$ cat config.mk
export PLATFORM = sky130hd
export DESIGN_NAME = irq_regfile
export DESIGN_NICKNAME = d
export VERILOG_FILES = /design/src/rtl/irqrf_pkg.sv /design/src/rtl/irqrf_decode.sv /design/src/rtl/irqrf_store.sv /design/src/rtl/irq_regfile.sv
export SDC_FILE = /design/constraint.sdc
export NUM_CORES = 1
export LEC_CHECK = 0
export ABC_AREA = 1
export BUFFER_PORTS_ARGS = -buffer_cell sky130_fd_sc_hd__buf_2
export CAP_MARGIN = 0
export CORE_MARGIN = 4
export CORE_UTILIZATION = 53
export CTS_CLUSTER_SIZE = 10
export DETAILED_ROUTE_END_ITERATION = 6
export HOLD_SLACK_MARGIN = 0.1
export PLACE_DENSITY = 0.81
export SETUP_SLACK_MARGIN = 0.3
export SYNTH_ARGS = -nofsm -noshare
export SYNTH_HDL_FRONTEND = slang
export SYNTH_HIERARCHICAL = 1
export SYNTH_SLANG_ARGS = --single-unit
$ cat constraint.sdc
create_clock -name clk -period 6.2 [get_ports clk]
set_clock_uncertainty 0.2 [all_clocks]
set_input_delay 0.62 -clock clk [delete_from_list [all_inputs] [get_ports clk]]
set_output_delay 0.62 -clock clk [all_outputs]
set_load 0.01 [all_outputs]
$ cat src/rtl/irqrf_pkg.sv
package irqrf_pkg;

   // Outcome of address decode for one request
   typedef enum logic [2:0] {
      RG_NONE  = 3'd0,  // outside every window
      RG_IGN   = 3'd1,  // inside a window but not acted on
      RG_PRIO  = 3'd2,
      RG_PEND  = 3'd3,
      RG_EN    = 3'd4,
      RG_THR   = 3'd5,
      RG_CLAIM = 3'd6
   } region_e;

endpackage

$ cat src/rtl/irqrf_decode.sv
module irqrf_decode
   import irqrf_pkg::*;
#(
   parameter int unsigned ADDR_W     = 24,
   parameter int unsigned NUM_SRC    = 40,
   parameter int unsigned NUM_CTX    = 2,
   parameter int unsigned PRIO_BASE  = 32'h0000_0000,
   parameter int unsigned PEND_BASE  = 32'h0000_1000,
   parameter int unsigned EN_BASE    = 32'h0000_2000,
   parameter int unsigned EN_STRIDE  = 32'h0000_0080,
   parameter int unsigned CTX_BASE   = 32'h0020_0000,
   parameter int unsigned CTX_STRIDE = 32'h0000_1000,
   localparam int unsigned NUM_WORDS = (NUM_SRC + 31) / 32,
   localparam int unsigned ID_W      = $clog2(NUM_SRC),
   localparam int unsigned CTX_W     = (NUM_CTX > 1) ? $clog2(NUM_CTX) : 1,
   localparam int unsigned WORD_W    = (NUM_WORDS > 1) ? $clog2(NUM_WORDS) : 1
) (
   input  logic [ADDR_W-1:0] addr,
   input  logic [3:0]        be,
   output region_e           region,
   output logic [ID_W-1:0]   src,
   output logic [WORD_W-1:0] word,
   output logic [CTX_W-1:0]  ctx
);

   localparam int unsigned EN_SH     = $clog2(EN_STRIDE);
   localparam int unsigned CTX_SH    = $clog2(CTX_STRIDE);
   localparam logic [31:0] PRIO_SIZE = 32'((NUM_SRC - 1) * 4);
   localparam logic [31:0] PEND_SIZE = 32'(NUM_WORDS * 4);
   localparam logic [31:0] EN_SIZE   = 32'(NUM_CTX * EN_STRIDE);
   localparam logic [31:0] CTX_SIZE  = 32'(NUM_CTX * CTX_STRIDE);

   // Elaboration-time parameter checks
   if ((32'd1 << EN_SH) != EN_STRIDE) begin : g_chk_en_pow2
      $error("EN_STRIDE must be a power of two");
   end
   if ((32'd1 << CTX_SH) != CTX_STRIDE) begin : g_chk_ctx_pow2
      $error("CTX_STRIDE must be a power of two");
   end
   if (NUM_WORDS * 4 > EN_STRIDE) begin : g_chk_en_fit
      $error("EN_STRIDE too small for the enable words");
   end
   if (CTX_STRIDE < 8) begin : g_chk_ctx_fit
      $error("CTX_STRIDE must hold two registers");
   end

   logic [31:0] a32;
   logic [31:0] off_p, off_q, off_e, off_c;
   logic [31:0] widx, lo;

   always_comb begin
      a32    = 32'(addr);
      off_p  = a32 - PRIO_BASE;
      off_q  = a32 - PEND_BASE;
      off_e  = a32 - EN_BASE;
      off_c  = a32 - CTX_BASE;
      widx   = (off_e & (EN_STRIDE - 1)) >> 2;
      lo     = off_c & (CTX_STRIDE - 1);
      region = RG_NONE;
      src    = '0;
      word   = '0;
      ctx    = '0;
      if (addr[1:0] != 2'b00 || be != 4'hF) begin
         region = RG_IGN;
      end else if (off_p < PRIO_SIZE) begin
         region = RG_PRIO;
         src    = ID_W'((off_p >> 2) + 32'd1);
      end else if (off_q < PEND_SIZE) begin
         region = RG_PEND;
         word   = WORD_W'(off_q >> 2);
      end else if (off_e < EN_SIZE) begin
         ctx  = CTX_W'(off_e >> EN_SH);
         word = WORD_W'(widx);
         region = (widx < 32'(NUM_WORDS)) ? RG_EN : RG_IGN;
      end else if (off_c < CTX_SIZE) begin
         ctx = CTX_W'(off_c >> CTX_SH);
         if (lo == 32'd0)      region = RG_THR;
         else if (lo == 32'd4) region = RG_CLAIM;
         else                  region = RG_IGN;
      end
   end

endmodule

$ cat src/rtl/irqrf_store.sv
module irqrf_store
   import irqrf_pkg::*;
#(
   parameter int unsigned NUM_SRC  = 40,
   parameter int unsigned NUM_CTX  = 2,
   parameter int unsigned PRIO_W   = 3,
   parameter int unsigned MAX_PRIO = 7,
   localparam int unsigned NUM_WORDS = (NUM_SRC + 31) / 32,
   localparam int unsigned ID_W      = $clog2(NUM_SRC),
   localparam int unsigned CTX_W     = (NUM_CTX > 1) ? $clog2(NUM_CTX) : 1,
   localparam int unsigned WORD_W    = (NUM_WORDS > 1) ? $clog2(NUM_WORDS) : 1
) (
   input  logic                              clk,
   input  logic                              rst_n,
   input  logic                              wr,
   input  region_e                           region,
   input  logic [ID_W-1:0]                   src,
   input  logic [WORD_W-1:0]                 word,
   input  logic [CTX_W-1:0]                  ctx,
   input  logic [31:0]                       wdata,
   output logic [31:0]                       cfg_rdata,
   output logic [NUM_SRC*PRIO_W-1:0]         prio_o,
   output logic [NUM_CTX*NUM_WORDS*32-1:0]   en_o,
   output logic [NUM_CTX*PRIO_W-1:0]         thr_o
);

   logic [PRIO_W-1:0] prio_q [NUM_SRC];
   logic [31:0]       en_q   [NUM_CTX][NUM_WORDS];
   logic [PRIO_W-1:0] thr_q  [NUM_CTX];

   logic thr_ok;
   assign thr_ok = (wdata <= 32'(MAX_PRIO));

   always_ff @(posedge clk) begin
      if (!rst_n) begin
         for (int s = 0; s < int'(NUM_SRC); s++) prio_q[s] <= '0;
         for (int c = 0; c < int'(NUM_CTX); c++) begin
            thr_q[c] <= '0;
            for (int w = 0; w < int'(NUM_WORDS); w++) en_q[c][w] <= '0;
         end
      end else if (wr) begin
         for (int s = 1; s < int'(NUM_SRC); s++) begin
            if (region == RG_PRIO && int'(src) == s) prio_q[s] <= wdata[PRIO_W-1:0];
         end
         for (int c = 0; c < int'(NUM_CTX); c++) begin
            if (region == RG_THR && int'(ctx) == c && thr_ok) thr_q[c] <= wdata[PRIO_W-1:0];
            for (int w = 0; w < int'(NUM_WORDS); w++) begin
               if (region == RG_EN && int'(ctx) == c && int'(word) == w) en_q[c][w] <= wdata;
            end
         end
      end
   end

   always_comb begin
      unique case (region)
         RG_PRIO: cfg_rdata = 32'(prio_q[src]);
         RG_EN:   cfg_rdata = en_q[ctx][word];
         RG_THR:  cfg_rdata = 32'(thr_q[ctx]);
         default: cfg_rdata = '0;
      endcase
   end

   // Flatten state for the arbiter
   for (genvar s = 0; s < NUM_SRC; s++) begin : g_prio_out
      assign prio_o[s*PRIO_W +: PRIO_W] = prio_q[s];
   end
   for (genvar c = 0; c < NUM_CTX; c++) begin : g_ctx_out
      assign thr_o[c*PRIO_W +: PRIO_W] = thr_q[c];
      for (genvar w = 0; w < NUM_WORDS; w++) begin : g_en_out
         assign en_o[(c*NUM_WORDS+w)*32 +: 32] = en_q[c][w];
      end
      AST_THR_KEEP: assert property (@(posedge clk) disable iff (!rst_n)
         (wr && region == RG_THR && int'(ctx) == c && wdata > 32'(MAX_PRIO)) |=> $stable(thr_q[c]));
   end

endmodule

$ cat src/rtl/irq_regfile.sv
module irq_regfile
   import irqrf_pkg::*;
#(
   parameter int unsigned ADDR_W     = 24,
   parameter int unsigned NUM_SRC    = 40,
   parameter int unsigned NUM_CTX    = 2,
   parameter int unsigned PRIO_W     = 3,
   parameter int unsigned MAX_PRIO   = 7,
   parameter int unsigned PRIO_BASE  = 32'h0000_0000,
   parameter int unsigned PEND_BASE  = 32'h0000_1000,
   parameter int unsigned EN_BASE    = 32'h0000_2000,
   parameter int unsigned EN_STRIDE  = 32'h0000_0080,
   parameter int unsigned CTX_BASE   = 32'h0020_0000,
   parameter int unsigned CTX_STRIDE = 32'h0000_1000,
   localparam int unsigned NUM_WORDS = (NUM_SRC + 31) / 32,
   localparam int unsigned ID_W      = $clog2(NUM_SRC),
   localparam int unsigned CTX_W     = (NUM_CTX > 1) ? $clog2(NUM_CTX) : 1
) (
   input  logic                            clk,
   input  logic                            rst_n,
   input  logic                            req_valid,
   output logic                            req_ready,
   input  logic                            req_write,
   input  logic [ADDR_W-1:0]               req_addr,
   input  logic [3:0]                      req_be,
   input  logic [31:0]                     req_wdata,
   output logic                            rsp_valid,
   input  logic                            rsp_ready,
   output logic [31:0]                     rsp_rdata,
   output logic                            rsp_err,
   input  logic [NUM_SRC-1:0]              pend_i,
   output logic [NUM_SRC*PRIO_W-1:0]       prio_o,
   output logic [NUM_CTX*NUM_WORDS*32-1:0] en_o,
   output logic [NUM_CTX*PRIO_W-1:0]       thr_o,
   output logic                            claim_o,
   output logic [CTX_W-1:0]                claim_ctx_o,
   input  logic [ID_W-1:0]                 claim_id_i,
   output logic                            cpl_o,
   output logic [CTX_W-1:0]                cpl_ctx_o,
   output logic [ID_W-1:0]                 cpl_id_o
);

   localparam int unsigned WORD_W = (NUM_WORDS > 1) ? $clog2(NUM_WORDS) : 1;
   localparam int unsigned PEND_W = NUM_WORDS * 32;

   if (NUM_SRC < 2) begin : g_chk_src
      $error("NUM_SRC must be at least 2");
   end
   if (MAX_PRIO >= (32'd1 << PRIO_W)) begin : g_chk_prio
      $error("MAX_PRIO does not fit in PRIO_W bits");
   end
   if (ADDR_W > 32 || ADDR_W < 3) begin : g_chk_addr
      $error("ADDR_W out of range");
   end

   region_e           dec_region;
   logic [ID_W-1:0]   dec_src;
   logic [WORD_W-1:0] dec_word;
   logic [CTX_W-1:0]  dec_ctx;
   logic [31:0]       cfg_rdata;
   logic [31:0]       rd_mux;
   logic [PEND_W-1:0] pend_pad;
   logic              hs;

   irqrf_decode #(
      .ADDR_W(ADDR_W), .NUM_SRC(NUM_SRC), .NUM_CTX(NUM_CTX),
      .PRIO_BASE(PRIO_BASE), .PEND_BASE(PEND_BASE),
      .EN_BASE(EN_BASE), .EN_STRIDE(EN_STRIDE),
      .CTX_BASE(CTX_BASE), .CTX_STRIDE(CTX_STRIDE)
   ) u_dec (
      .addr(req_addr), .be(req_be),
      .region(dec_region), .src(dec_src), .word(dec_word), .ctx(dec_ctx)
   );

   assign req_ready = !rsp_valid || rsp_ready;
   assign hs        = req_valid && req_ready;

   irqrf_store #(
      .NUM_SRC(NUM_SRC), .NUM_CTX(NUM_CTX), .PRIO_W(PRIO_W), .MAX_PRIO(MAX_PRIO)
   ) u_store (
      .clk(clk), .rst_n(rst_n),
      .wr(hs && req_write), .region(dec_region),
      .src(dec_src), .word(dec_word), .ctx(dec_ctx), .wdata(req_wdata),
      .cfg_rdata(cfg_rdata), .prio_o(prio_o), .en_o(en_o), .thr_o(thr_o)
   );

   assign pend_pad = PEND_W'(pend_i);

   always_comb begin
      unique case (dec_region)
         RG_PRIO, RG_EN, RG_THR: rd_mux = cfg_rdata;
         RG_PEND:                rd_mux = pend_pad[32*int'(dec_word) +: 32];
         RG_CLAIM:               rd_mux = 32'(claim_id_i);
         default:                rd_mux = '0;
      endcase
   end

   // Strobes to the arbiter, one per handshake
   assign claim_o     = hs && !req_write && dec_region == RG_CLAIM;
   assign claim_ctx_o = dec_ctx;
   assign cpl_o       = hs && req_write && dec_region == RG_CLAIM && (req_wdata < 32'(NUM_SRC));
   assign cpl_ctx_o   = dec_ctx;
   assign cpl_id_o    = req_wdata[ID_W-1:0];

   always_ff @(posedge clk) begin
      if (!rst_n) begin
         rsp_valid <= 1'b0;
         rsp_rdata <= '0;
         rsp_err   <= 1'b0;
      end else if (hs) begin
         rsp_valid <= 1'b1;
         rsp_rdata <= req_write ? 32'd0 : rd_mux;
         rsp_err   <= (dec_region == RG_NONE);
      end else if (rsp_ready) begin
         rsp_valid <= 1'b0;
         rsp_err   <= 1'b0;
      end
   end

   AST_RSP_HOLD: assert property (@(posedge clk) disable iff (!rst_n)
      (rsp_valid && !rsp_ready) |=> (rsp_valid && $stable(rsp_rdata) && $stable(rsp_err)));
   AST_NO_STALL_CLAIM: assert property (@(posedge clk) disable iff (!rst_n)
      (req_valid && !req_ready) |-> !claim_o);
   AST_CLAIM_RSP: assert property (@(posedge clk) disable iff (!rst_n)
      claim_o |=> rsp_valid);
   AST_CPL_RANGE: assert property (@(posedge clk) disable iff (!rst_n)
      cpl_o |-> (32'(cpl_id_o) < NUM_SRC));
   AST_STROBE_EXCL: assert property (@(posedge clk) disable iff (!rst_n)
      !(claim_o && cpl_o));
   AST_ERR_WITH_RSP: assert property (@(posedge clk) disable iff (!rst_n)
      rsp_err |-> rsp_valid);

endmodule

==> metrics.md, run 1 <==
| Metric | Value |
|---|---|
| Outcome | complete, no violations |
| Synth top cells by count | 495 x nand2_1, 394 x nor2_1, 251 x edfxtp_1 |
| Num CTS Buffers | 35 |
| Slew Limit Fails | 0 |
| P_leak | 8.22 nW |
| DRT Pass-1 Iters | 6 |
| Routed Antenna Nets | 0 |
| Row Count | 60 |
| Synth area leaders | edfxtp_1 51%, nand2_1 13%, nor2_1 10% |
| Switch share | 0.239 |
| Compound-Gate Fraction of Synth Area | 0.0598 |
| Sequential share of power | 0.505 |
| Fillers | ~2,200 |
| Root Driver | clkbuf_16 |
| Critical path fanouts, max | 8 |
| Placed cells | ~2,400 |
| Post-synth top area cell | edfxtp_1 |
| Global Route Usage Sum | 0.330 |
| Maxcap violations | 0 |
| Area Overhead vs Synth | 21.8% |
| DRC Markers | 0 |
| Total number of vias | 14,200 |
| First-pass GRT wire length | 78.3 mm |
| Largest family of logic cells by synthesized area | simple AND/OR/NAND/NOR gates |
| Final setup TNS | 0 ps |
| Initial DRC Count | 2,153 |
| Initial antenna violation count | 1 |
| Finished Layout Cells | 2,490 |
| Post-synth EDFFs | 251 |
| Max Root-Sink Buffers | 3 |
| GRT overflow | 0 |
| DR vias/cell | between 5 and 6 |
| Unrepaired setup endpoints after global routing | false |
| Gate Count Post-Synth | 1,732 |
| Die Y | 174 um |
| Worst EP arrival | 4150 ps |
| Hold buffers post-CTS | 0 |
| Data required time of the worst path | 5380 ps |
| Critical Path Start Type | input pin |
| # clock sinks | 285 |
| H-tree depth | 2 |
| Crit path kind | input pin to output port |
| VDD IR-drop max | 0.000287 V |
| Fin crit share | 0.802 |
| Seq cells post-synth | 285 |
| Simple-gate share of the synthesized area | 0.311 |
| Worst-Skew Late Latency | 510 ps |
| Largest net degree at the start of global routing | 68 |
| Internal | between 3 and 4 mW |
| Io pins | 410 |
| Fin crit period | just under 5000 ps |
| Share of cells above drive strength 1 | 0.257 |
| Final nets | 2,219 |
| Cell variety after synth | 40 |
| HP Class | input pin to flip-flop |
| Area occupied by multi-input gates | 0.00560 mm^2 |
| Synth Cell Area | ~0.015 mm^2 |
| Net Sw Power | 1.05 mW |
| Max transition margin | 0.262 |
| Postcts setup bufs | 0 |
| Dpl ws | 1180 ps |
| Main synth FF type | edfxtp_1 |
| Crit. End Element | output port |
| Count leader, synth | nand2_1 |
| Placement Cell Area | between 0.015 and 0.02 mm^2 |
| Initial Utilization | 0.541 |
| Power Density | ~250 mW/mm^2 |
| Detail Placement HPWL | a little under 40 mm |
| Cell area after layout | 0.0179 mm^2 |
| Synthesized area per cell | between 8 and 9 um^2 |
| R2R Setup Slk | 2960 ps |
| Endpoints failing hold | 0 |
| Fin worst setup slack | 1230 ps |
| Synth Area in XOR/XNOR | 0.00239 |
| Synth top area share | 0.514 |
| Fmax | 201 MHz |
| Worst-Margin Slew | about 1100 ps |
| Die area | 0.0304 mm^2 |
| Die width | between 150 and 200 um |
| Post-Synth Adder-Cell Area | 0.00512 |
| Clock power share | 0.415 |
| Post-synth ARST share | 0 |
| Clock Pin Slew Worst Setup and Hold Paths | 50 ps |
| Core box area | approximately 0.027 mm^2 |
| Total wire length | 52.4 mm |
| Vias in the first global route | 13,500 |
| Combinational power share | 0.080 |
| WL per Instance | 21.0 um |
| Routability cong. | 1.06 |
| Mux contribution to synthesized area | 0 |
| # setup viols final | 0 |
| Synth warnings | 6 |
| Seq/Total Area, Yosys | 0.561 |
| Util after Layout | 0.659 |
| CTS tree | built |
| Post-CTS resize count | 0 |
| Sequential Area | 0.00822 mm^2 |
| Number of buffers added on ports | 406 |
==> kinds of logic after synthesis <==
group,Yosys count
adders and majority gates,6
buffers and inverters,197
DFF,285
and+or+nand+nor,1071
other,1
xor gates and xnor gates,4
AOI/OAI and AO/OA,168
==> per-stage QoR <==
| stage | total power [mW] | hold WS, ps |
|---|---|---|
| global placement | 2.60 | 248 |
| global route | 4.53 | 225 |
| detailed placement | 2.61 | 252 |
| CTS | 4.41 | 207 |
| finish | 4.41 | 223 |
| floorplan | 2.40 | 290 |
==> layout by cell type, fill, tap and decap left out, types with 2 or more instances in the layout <==
cell	netlist	layout
nand4_1	18	18
nor2_4	4	6
nand3_1	86	86
o21a_1	2	2
clkbuf_16	0	37
nor3_1	7	7
nor2_2	23	22
a21oi_1	73	72
nand2_1	495	494
o21ai_0	79	78
inv_1	91	90
nand3b_1	2	2
clkbuf_1	35	9
edfxtp_1	251	251
nor4_1	3	3
ha_1	6	6
o21ai_1	4	3
nand2_4	21	21
conb_1	1	3
inv_2	10	10
clkinv_1	2	7
buf_4	17	19
buf_2	29	406
xor2_1	3	3
dfxtp_1	34	34
nor3_2	2	2
nor2_1	394	393
nand2_2	6	7
a221oi_1	3	3
a22oi_1	6	6
nor3_4	6	6
==> state kept, by name (all words and copies together) (netlist names) <==
register and flops:
rsp_err 1, rsp_rdata 32, rsp_valid 1, u_store/en_q 128, u_store/prio_q 117, u_store/thr_q 6
==> layer usage <==
layer / up-vias / global-route usage / share of wire
met2: 1130 / 0.534 / 0.47
li1: 6381 / - / -
met1: 6521 / 0.416 / 0.35
met3: 177 / 0.0863 / 0.13
met5: - / 0 / 0.00025
met4: 2 / 0.155 / 0.052
==> critical path, stage by stage <==
cell	delay [ps]
buf_2	120
inv_2	90
ha_1	290
nand2_1	120
nor2_2	170
nand2_1	70
nand2_1	50
nand2_1	40
nand2_1	60
nor2_1	40
nand2_1	160
nand3_1	170
nor2_1	670
nand2_1	220
nor2_1	760
nand3_1	200
nor2_1	140
buf_2	140
==> power groups by stage <==
stage / clock network (mW) / registers [mW] / logic [mW]
after detailed placement: 0 / 2.26 / 0.348
after CTS: 1.83 / 2.22 / 0.350
after global placement: 0 / 2.26 / 0.341
final: 1.83 / 2.23 / 0.353
after global routing: 1.92 / 2.23 / 0.379
after floorplan: 0 / 2.28 / 0.121
==> final timing paths <==
path	start	endpoint	depth (start not counted)
max	req_addr[13]	cpl_o	18
min	req_valid	rsp_valid	3
min reg2reg	rsp_rdata[29]	rsp_rdata[29]	2
max reg2reg	rsp_valid	u_store/en_q[0][40]	8
==> layout make-up <==
cell class | instances | area share
clock inverter | 6 | 0.00245
sequential | 285 | 0.460
multi-input combinational | 1252 | 0.314
antenna | 1 | 0.000140
timing repair buffer | 425 | 0.122
clock buffer | 46 | 0.0538
tap | 372 | 0.0261
inverter | 103 | 0.0217
No activity file was read; power rests on OpenSTA's default activity.
==> run 2, diff against run 1 <==
clock period = 4.95 ns   (was 6.2 ns; I/O delays follow)
==> run 2 against run 1 <==
Sequential share of layout area fell by 0.13 points. Critical path depth is 1 higher. Non-clock buffer count up 15. Largest cell class unchanged. Via count decreased by 1.8%. Critical path type unchanged. Global-route usage grew 0.28 points. Sequential cell count did not move. Cell area grew 0.27%. Core utilization is 0.18 points higher. Largest power group unchanged. Final cell count grew 0.44%.
==> metrics.md, run 2 (synthesis results as in run 1) <==
| Metric | Value |
|---|---|
| Outcome | complete, no violations |
| Internal | 4.12 mW (+23%) |
| Fillers | 2,244 (+1.7%) |
| Num CTS Buffers | 34 (-2.9%) |
| Sequential Area | 0.00822 mm^2 (unchanged) |
| DRC Markers | 0 (unchanged) |
| Row Count | 60 (unchanged) |
| First-pass GRT wire length | 78.6 mm (+0.35%) |
| GRT overflow | 0 (unchanged) |
| Max Root-Sink Buffers | 3 (unchanged) |
| Hold_ws | 118 ps (-105 ps) |
| Endpoints failing hold | 0 (unchanged) |
| Most flops, register | u_store/en_q |
| Maxcap violations | 0 (unchanged) |
| Worst EP arrival | 3250 ps (-900 ps) |
| Die Y | 174 um (unchanged) |
| Unrepaired setup endpoints after global routing | false |
| Critical path fanouts, max | 7 (-1) |
| Diodes inserted | 0 (-1) |
| Crit path kind | input pin to output port |
| Routability cong. | 0.992 (-6.4%) |
| Die area | 0.0304 mm^2 (unchanged) |
| DR vias/cell | 5.58 (-2.2%) |
| Post-CTS resize count | 0 (unchanged) |
| CTS tree | built |
| Final nets | 2,233 (+0.63%) |
| Initial Utilization | 0.541 (unchanged) |
| Total wire length | 52.6 mm (+0.34%) |
| Area Overhead vs Synth | 22.2% |
| Critical Path Start Type | input pin |
| Routed Antenna Nets | 0 (unchanged) |
| Slew Limit Fails | 0 (unchanged) |
| Dpl ws | 695 ps (-490 ps) |
| Root Driver | clkbuf_16 |
| Global Route Usage Sum | 0.333 (+0.00284) |
| Max reg flops | 128 (unchanged) |
| Clock Pin Slew Worst Setup and Hold Paths | 50 ps (about the same) |
| VDD IR-drop max | 0.000256 V (-11%) |
| Max transition margin | 0.303 (+0.0403) |
| Die width | 174 um (unchanged) |
| Top flop regs | u_store/en_q: 128 flops, u_store/prio_q: 117 flops, rsp_rdata: 32 flops |
| Fmax | between 200 and 300 MHz |
| DRT Pass-1 Iters | 7 (+1) |
| Sequential share of power | 0.518 (+0.013) |
| WL per Instance | 21.0 um (about the same) |
| Total number of vias | 14,000 (-1.8%) |
| Detail Placement HPWL | 40.0 mm (+3.5%) |
| H-tree depth | 2 (unchanged) |
| Area occupied by multi-input gates | 0.00560 mm^2 (about the same) |
| Commonest non-fill, non-tap cells in the layout | 495 x nand2_1, 406 x buf_2, 393 x nor2_1, 251 x edfxtp_1, 90 x inv_1 |
| Data required time of the worst path | 4260 ps (-1120 ps) |
| P_leak | 8.26 nW (+0.50%) |
| Postcts setup bufs | 0 (unchanged) |
| Io pins | 410 (unchanged) |
| Combinational power share | 0.082 (+0.002) |
| Worst-Skew Late Latency | 510 ps (about the same) |
| Largest net degree at the start of global routing | 69 (+1.5%) |
| Worst-Margin Slew | 1040 ps (-59.0 ps) |
| Clock power share | 0.400 (-0.015) |
| Net Sw Power | 1.26 mW (+20%) |
| Fin worst setup slack | 1000 ps (-224 ps) |
| HP Class | input pin to flip-flop |
| # clock sinks | 285 (unchanged) |
| Util after Layout | 0.661 (+0.00180) |
| Initial DRC Count | 1,734 (-19%) |
| Initial antenna violation count | 0 (-1) |
| Switch share | 0.234 (-0.00432) |
| Final setup TNS | 0 ps (unchanged) |
| Hold path cells | 5 (+2) |
| Crit. End Element | output port |
| Share of cells above drive strength 1 | 0.260 (+0.00325) |
| Number of buffers added on ports | 406 (unchanged) |
| Fin crit period | 3950 ps |
| # setup viols final | 0 (unchanged) |
| Core box area | 0.0271 mm^2 (unchanged) |
| Register-to-Register Path Depth | 8 (unchanged) |
| Commonest non-fill, non-tap cell in the layout | nand2_1 |
| Power Density | 301 mW/mm^2 (+22%) |
| Fin crit share | 0.797 |
| Vias in the first global route | 13,300 (-1.5%) |
## run 2: changes by cell type in the layout (fill, tap and decap cells not counted), sizes merged
| cell | previous run | this run |
|---|---|---|
| diode | 1 | 0 |
| clkinv | 8 | 4 |
| inv | 101 | 100 |
| clkbuf | 46 | 48 |
| buf | 425 | 439 |
| dlygate4sd3 | 0 | 1 |
## run 2: routing by layer
metal / GRT usage / part of all wire / vias up
met5: 0 / 0 / -
met4: 0.133 / 0.044 / 0
met3: 0.0720 / 0.12 / 141
met2: 0.548 / 0.47 / 970
met1: 0.431 / 0.36 / 6438
li1: - / - / 6405
## run 2: cell type report
type | instances | area share
Clock buffer | 48 | 0.0510
Sequential cell | 285 | 0.459
Clock inverter | 1 | 0.000909
Timing Repair Buffer | 440 | 0.129
Multi-Input combinational cell | 1252 | 0.313
Tap cell | 372 | 0.0260
Inverter | 103 | 0.0216
## run 2: path summary, 6_finish.rpt
kind	startpoint	endpoint	slack [ps]
min	pend_i[12]	rsp_rdata[12]	120
min reg2reg	rsp_rdata[0]	rsp_rdata[0]	260
max reg2reg	rsp_valid	u_store/en_q[1][25]	2030
max	req_addr[13]	cpl_o	1000
## run 2: critical path: stages
cell and delay, ps:
buf_2 120, inv_2 100, ha_1 290, nand2_1 120
nor2_2 190, nand2_1 70, nand2_1 70, nand2_1 50
nand2_1 60, nor2_1 40, nand2_1 160, nand3_1 170
nor2_1 230, buf_4 220, nand2_1 100, nor2_1 370
nand3_1 170, nor2_1 100, buf_2 140
## run 2: what timing repair did
action / in CTS / in global routing
hold buffers: 1 / 0
endpoints found under the setup margin: 0 / 0
hold endpoints to repair: 1 / 0
## run 2: power groups by stage
stage	registers, mW	clock network [mW]	logic, mW
after detailed placement	2.83	0	0.439
after global placement	2.83	0	0.433
after global routing	2.79	2.28	0.477
after floorplan	2.86	0	0.152
final	2.79	2.15	0.443
after CTS	2.79	2.17	0.441
## run 2: through the flow
stage          instances  instance area (um^2)  total power [mW]
2_1_floorplan       1734                 14700              3.01
3_3_place_gp        2451                 17000              3.27
3_5_place_dp        2451                 17000              3.27
4_1_cts             2501                 17900              5.39
5_1_grt             2501                 17900              5.55
6_report            2501                 17900              5.39
==> run 3, diff against run 2 <==
CORE_UTILIZATION = 48   (was 53)
PLACE_DENSITY = 0.77   (was 0.81)
clock period = 3.2 ns   (was 4.95 ns; I/O delays follow)
==> run 3 against run 2 <==
The run now ends with DRC left. Final cell count rose by 11%. Non-clock buffer count rose by 245. Cell area rose by 18%. Routed wire length rose by 9.7%. Clock power rose by 67%. Setup slack got worse by 640 ps. Global-route usage fell by 0.71 points. Sequential share of layout area fell by 7.0 points. Power rose by 62%. Clock-buffer cell count rose by 2.
==> metrics.md, run 3 (synthesis results as in run 1) <==
| Metric | Value |
|---|---|
| Data required time of the worst path | 2680 ps (-1580 ps) |
| Hold_ws | 104 ps (-14.9 ps) |
| CP most frequent cell | buf_4 |
| Vias in the first global route | 15,000 (+13%) |
| Die Y | 183 um (+4.8%) |
| Worst reg2reg startpoint | rsp_valid |
| Commonest non-fill, non-tap cell in the layout | nand2_1 |
| WP buf/inv | 8 (+4) |
| Initial antenna violation count | 2 (+2) |
| Routed Antenna Nets | 0 (unchanged) |
| Detail Placement HPWL | 42.6 mm (+6.5%) |
| Io pins | 410 (unchanged) |
| Crit. End Element | output port |
| Critical Path Stages | 17 (-2) |
| CP startpoint | req_addr[21] |
| Die width | 183 um (+4.8%) |
| Die area | 0.0334 mm^2 (+9.9%) |
| GRT overflow | 0 (unchanged) |
| First-pass GRT wire length | 85.0 mm (+8.2%) |
| Initial DRC Count | 1,745 (+0.63%) |
| Commonest non-fill, non-tap cells in the layout | 463 x nand2_1, 403 x buf_2, 380 x nor2_1, 251 x edfxtp_1, 161 x buf_4 |
| Most flops, register | u_store/en_q |
| R2R Setup Slk | 690 ps (-1340 ps) |
| Global Route Usage Sum | 0.326 (-0.00707) |
| Failing checks | DRC |
| Area Overhead vs Synth | 44.3% |
| Power Density | 413 mW/mm^2 (+37%) |
| Critical-path cell list | clkbuf_4 -> inv_4 -> ha_4 -> inv_2 -> nand2_1 -> nand4_1 -> nor3_2 -> buf_4 -> buf_4 -> o21ai_0 -> nand4_1 -> buf_4 -> buf_4 -> nor2_4 -> nand3_4 -> nor2_4 -> buf_2 |
| Register-to-Register Path Depth | 8 (unchanged) |
| Max Root-Sink Buffers | 3 (unchanged) |
| Total number of vias | 15,300 (+10%) |
| Largest net degree at the start of global routing | 37 (-46%) |
| H-tree depth | 2 (unchanged) |
| End of the critical path | cpl_o |
| DRC Markers | 1 (+1) |
| Critical path fanouts, max | 5 (-2) |
| Unrepaired setup endpoints after global routing | true |
| Fmax | 353 MHz |
| Hold_sp | req_wdata[3] |
| P_leak | 9.55 nW (+16%) |
| Power Total | 8.73 mW (+62%) |
| Worst EP arrival | 2320 ps (-930 ps) |
| CP top delay family | buffers and inverters |
| Share of cells above drive strength 1 | 0.344 (+0.0835) |
| Endpoints failing hold | 0 (unchanged) |
| Total wire length | 57.7 mm (+9.7%) |
| Root Driver | clkbuf_16 |
| Routability cong. | 1.05 (+5.6%) |
| Slowest stage delay, CP | 180 ps (-190 ps) |
| Slew Limit Fails | 0 (unchanged) |
| DR vias/cell | 5.54 (-0.75%) |
| VDD IR-drop max | 0.000420 V (+64%) |
| Top flop regs | u_store/en_q: 128 flops, u_store/prio_q: 117 flops, rsp_rdata: 32 flops |
| CTS tree | built |
| Outcome | finished with violations |
| Core box area | 0.0299 mm^2 (+10%) |
| Max reg flops | 128 (unchanged) |
| DRT Pass-1 Iters | 7 (unchanged) |
| Critical Path Start Type | input pin |
| Initial Utilization | 0.491 (-0.0502) |
| Final setup TNS | 0 ps (unchanged) |
| # setup viols final | 0 (unchanged) |
| Number of buffers added on ports | 406 (unchanged) |
| Fin crit period | between 2000 and 3000 ps |
| Worst-Margin Slew | 821 ps (-224 ps) |
| Maxcap violations | 0 (unchanged) |
| Worst-Skew Late Latency | 510 ps (about the same) |
| Max stage delay cell, worst path | buf_4 |
| Final nets | 2,480 (+11%) |
| Max transition margin | 0.451 (+0.149) |
| WL per Instance | 20.8 um (-0.98%) |
| # clock sinks | 285 (unchanged) |
| Clock Pin Slew Worst Setup and Hold Paths | 50 ps (about the same) |
| Crit path kind | input pin to output port |
| Row Count | 63 (+5.0%) |
| HP Class | input pin to flip-flop |
| Num CTS Buffers | 35 (+2.9%) |
| Worst reg2reg path endpoint | u_store/prio_q[16][0] |
| Fin crit share | 0.886 |
## run 3: how the worst min path moves through the flow
stage	to	slack [ps]	cells after the start
floorplan	rsp_valid	270	2
global placement	rsp_rdata[14]	250	2
detailed placement	rsp_rdata[18]	250	2
CTS	u_store/en_q[1][3]	100	3
global route	u_store/en_q[1][3]	120	3
finish	u_store/en_q[1][3]	100	3
## run 3: final cells by class
type | instances | area, um^2
antenna | 1 | 2.50
clock buffer | 50 | 975
clock inverter | 4 | 35.0
fill | 2184 | 8720
inverter | 103 | 425
multi-input combinational | 1253 | 6130
sequential | 285 | 8220
tap | 390 | 488
timing repair buffer | 685 | 4880
## run 3: per-stage QoR
step	worst slack, ps	cells	utilization	instance area (um^2)
6_report	364	2771	0.708	21200
5_1_grt	189	2770	0.708	21100
4_1_cts	300	2745	0.692	20700
3_5_place_dp	-229	2611	0.630	18800
3_3_place_gp	-182	2611	0.630	18800
2_1_floorplan	153	1734	-	15000
## run 3: repair_timing
| action | CTS | global route |
|---|---|---|
| endpoints found under the hold margin | 149 | 0 |
| gates resized for setup | 20 | 62 |
| gates cloned | 0 | 4 |
| pin swaps | 10 | 44 |
| setup endpoints to repair | 3 | 382 |
| setup buffers | 10 | 21 |
| hold buffers | 70 | 0 |
## run 3: worst register-to-register path: stages, from the launching register on
cell and delay (ps):
dfxtp_1 320, a21oi_1 340, nand2_1 230, inv_1 300
nand2_4 110, nor3_4 250, buf_6 280, nand2_8 110
nand2_4 90
## run 3: per-layer routing
metal / track usage / up-vias / wire length [um]
li1: - / 6914 / -
met1: 0.390 / 7046 / 20100
met2: 0.545 / 1151 / 27100
met3: 0.0835 / 229 / 6960
met4: 0.168 / 4 / 3550
met5: 0 / - / 21
## run 3: power breakdown
part | total (mW) | internal, mW | switching [mW] | leakage (nW)
clock | 3.58 | 2.11 | 1.47 | 0.493
combinational | 0.841 | 0.326 | 0.515 | 6.32
sequential | 4.32 | 4.19 | 0.122 | 2.74
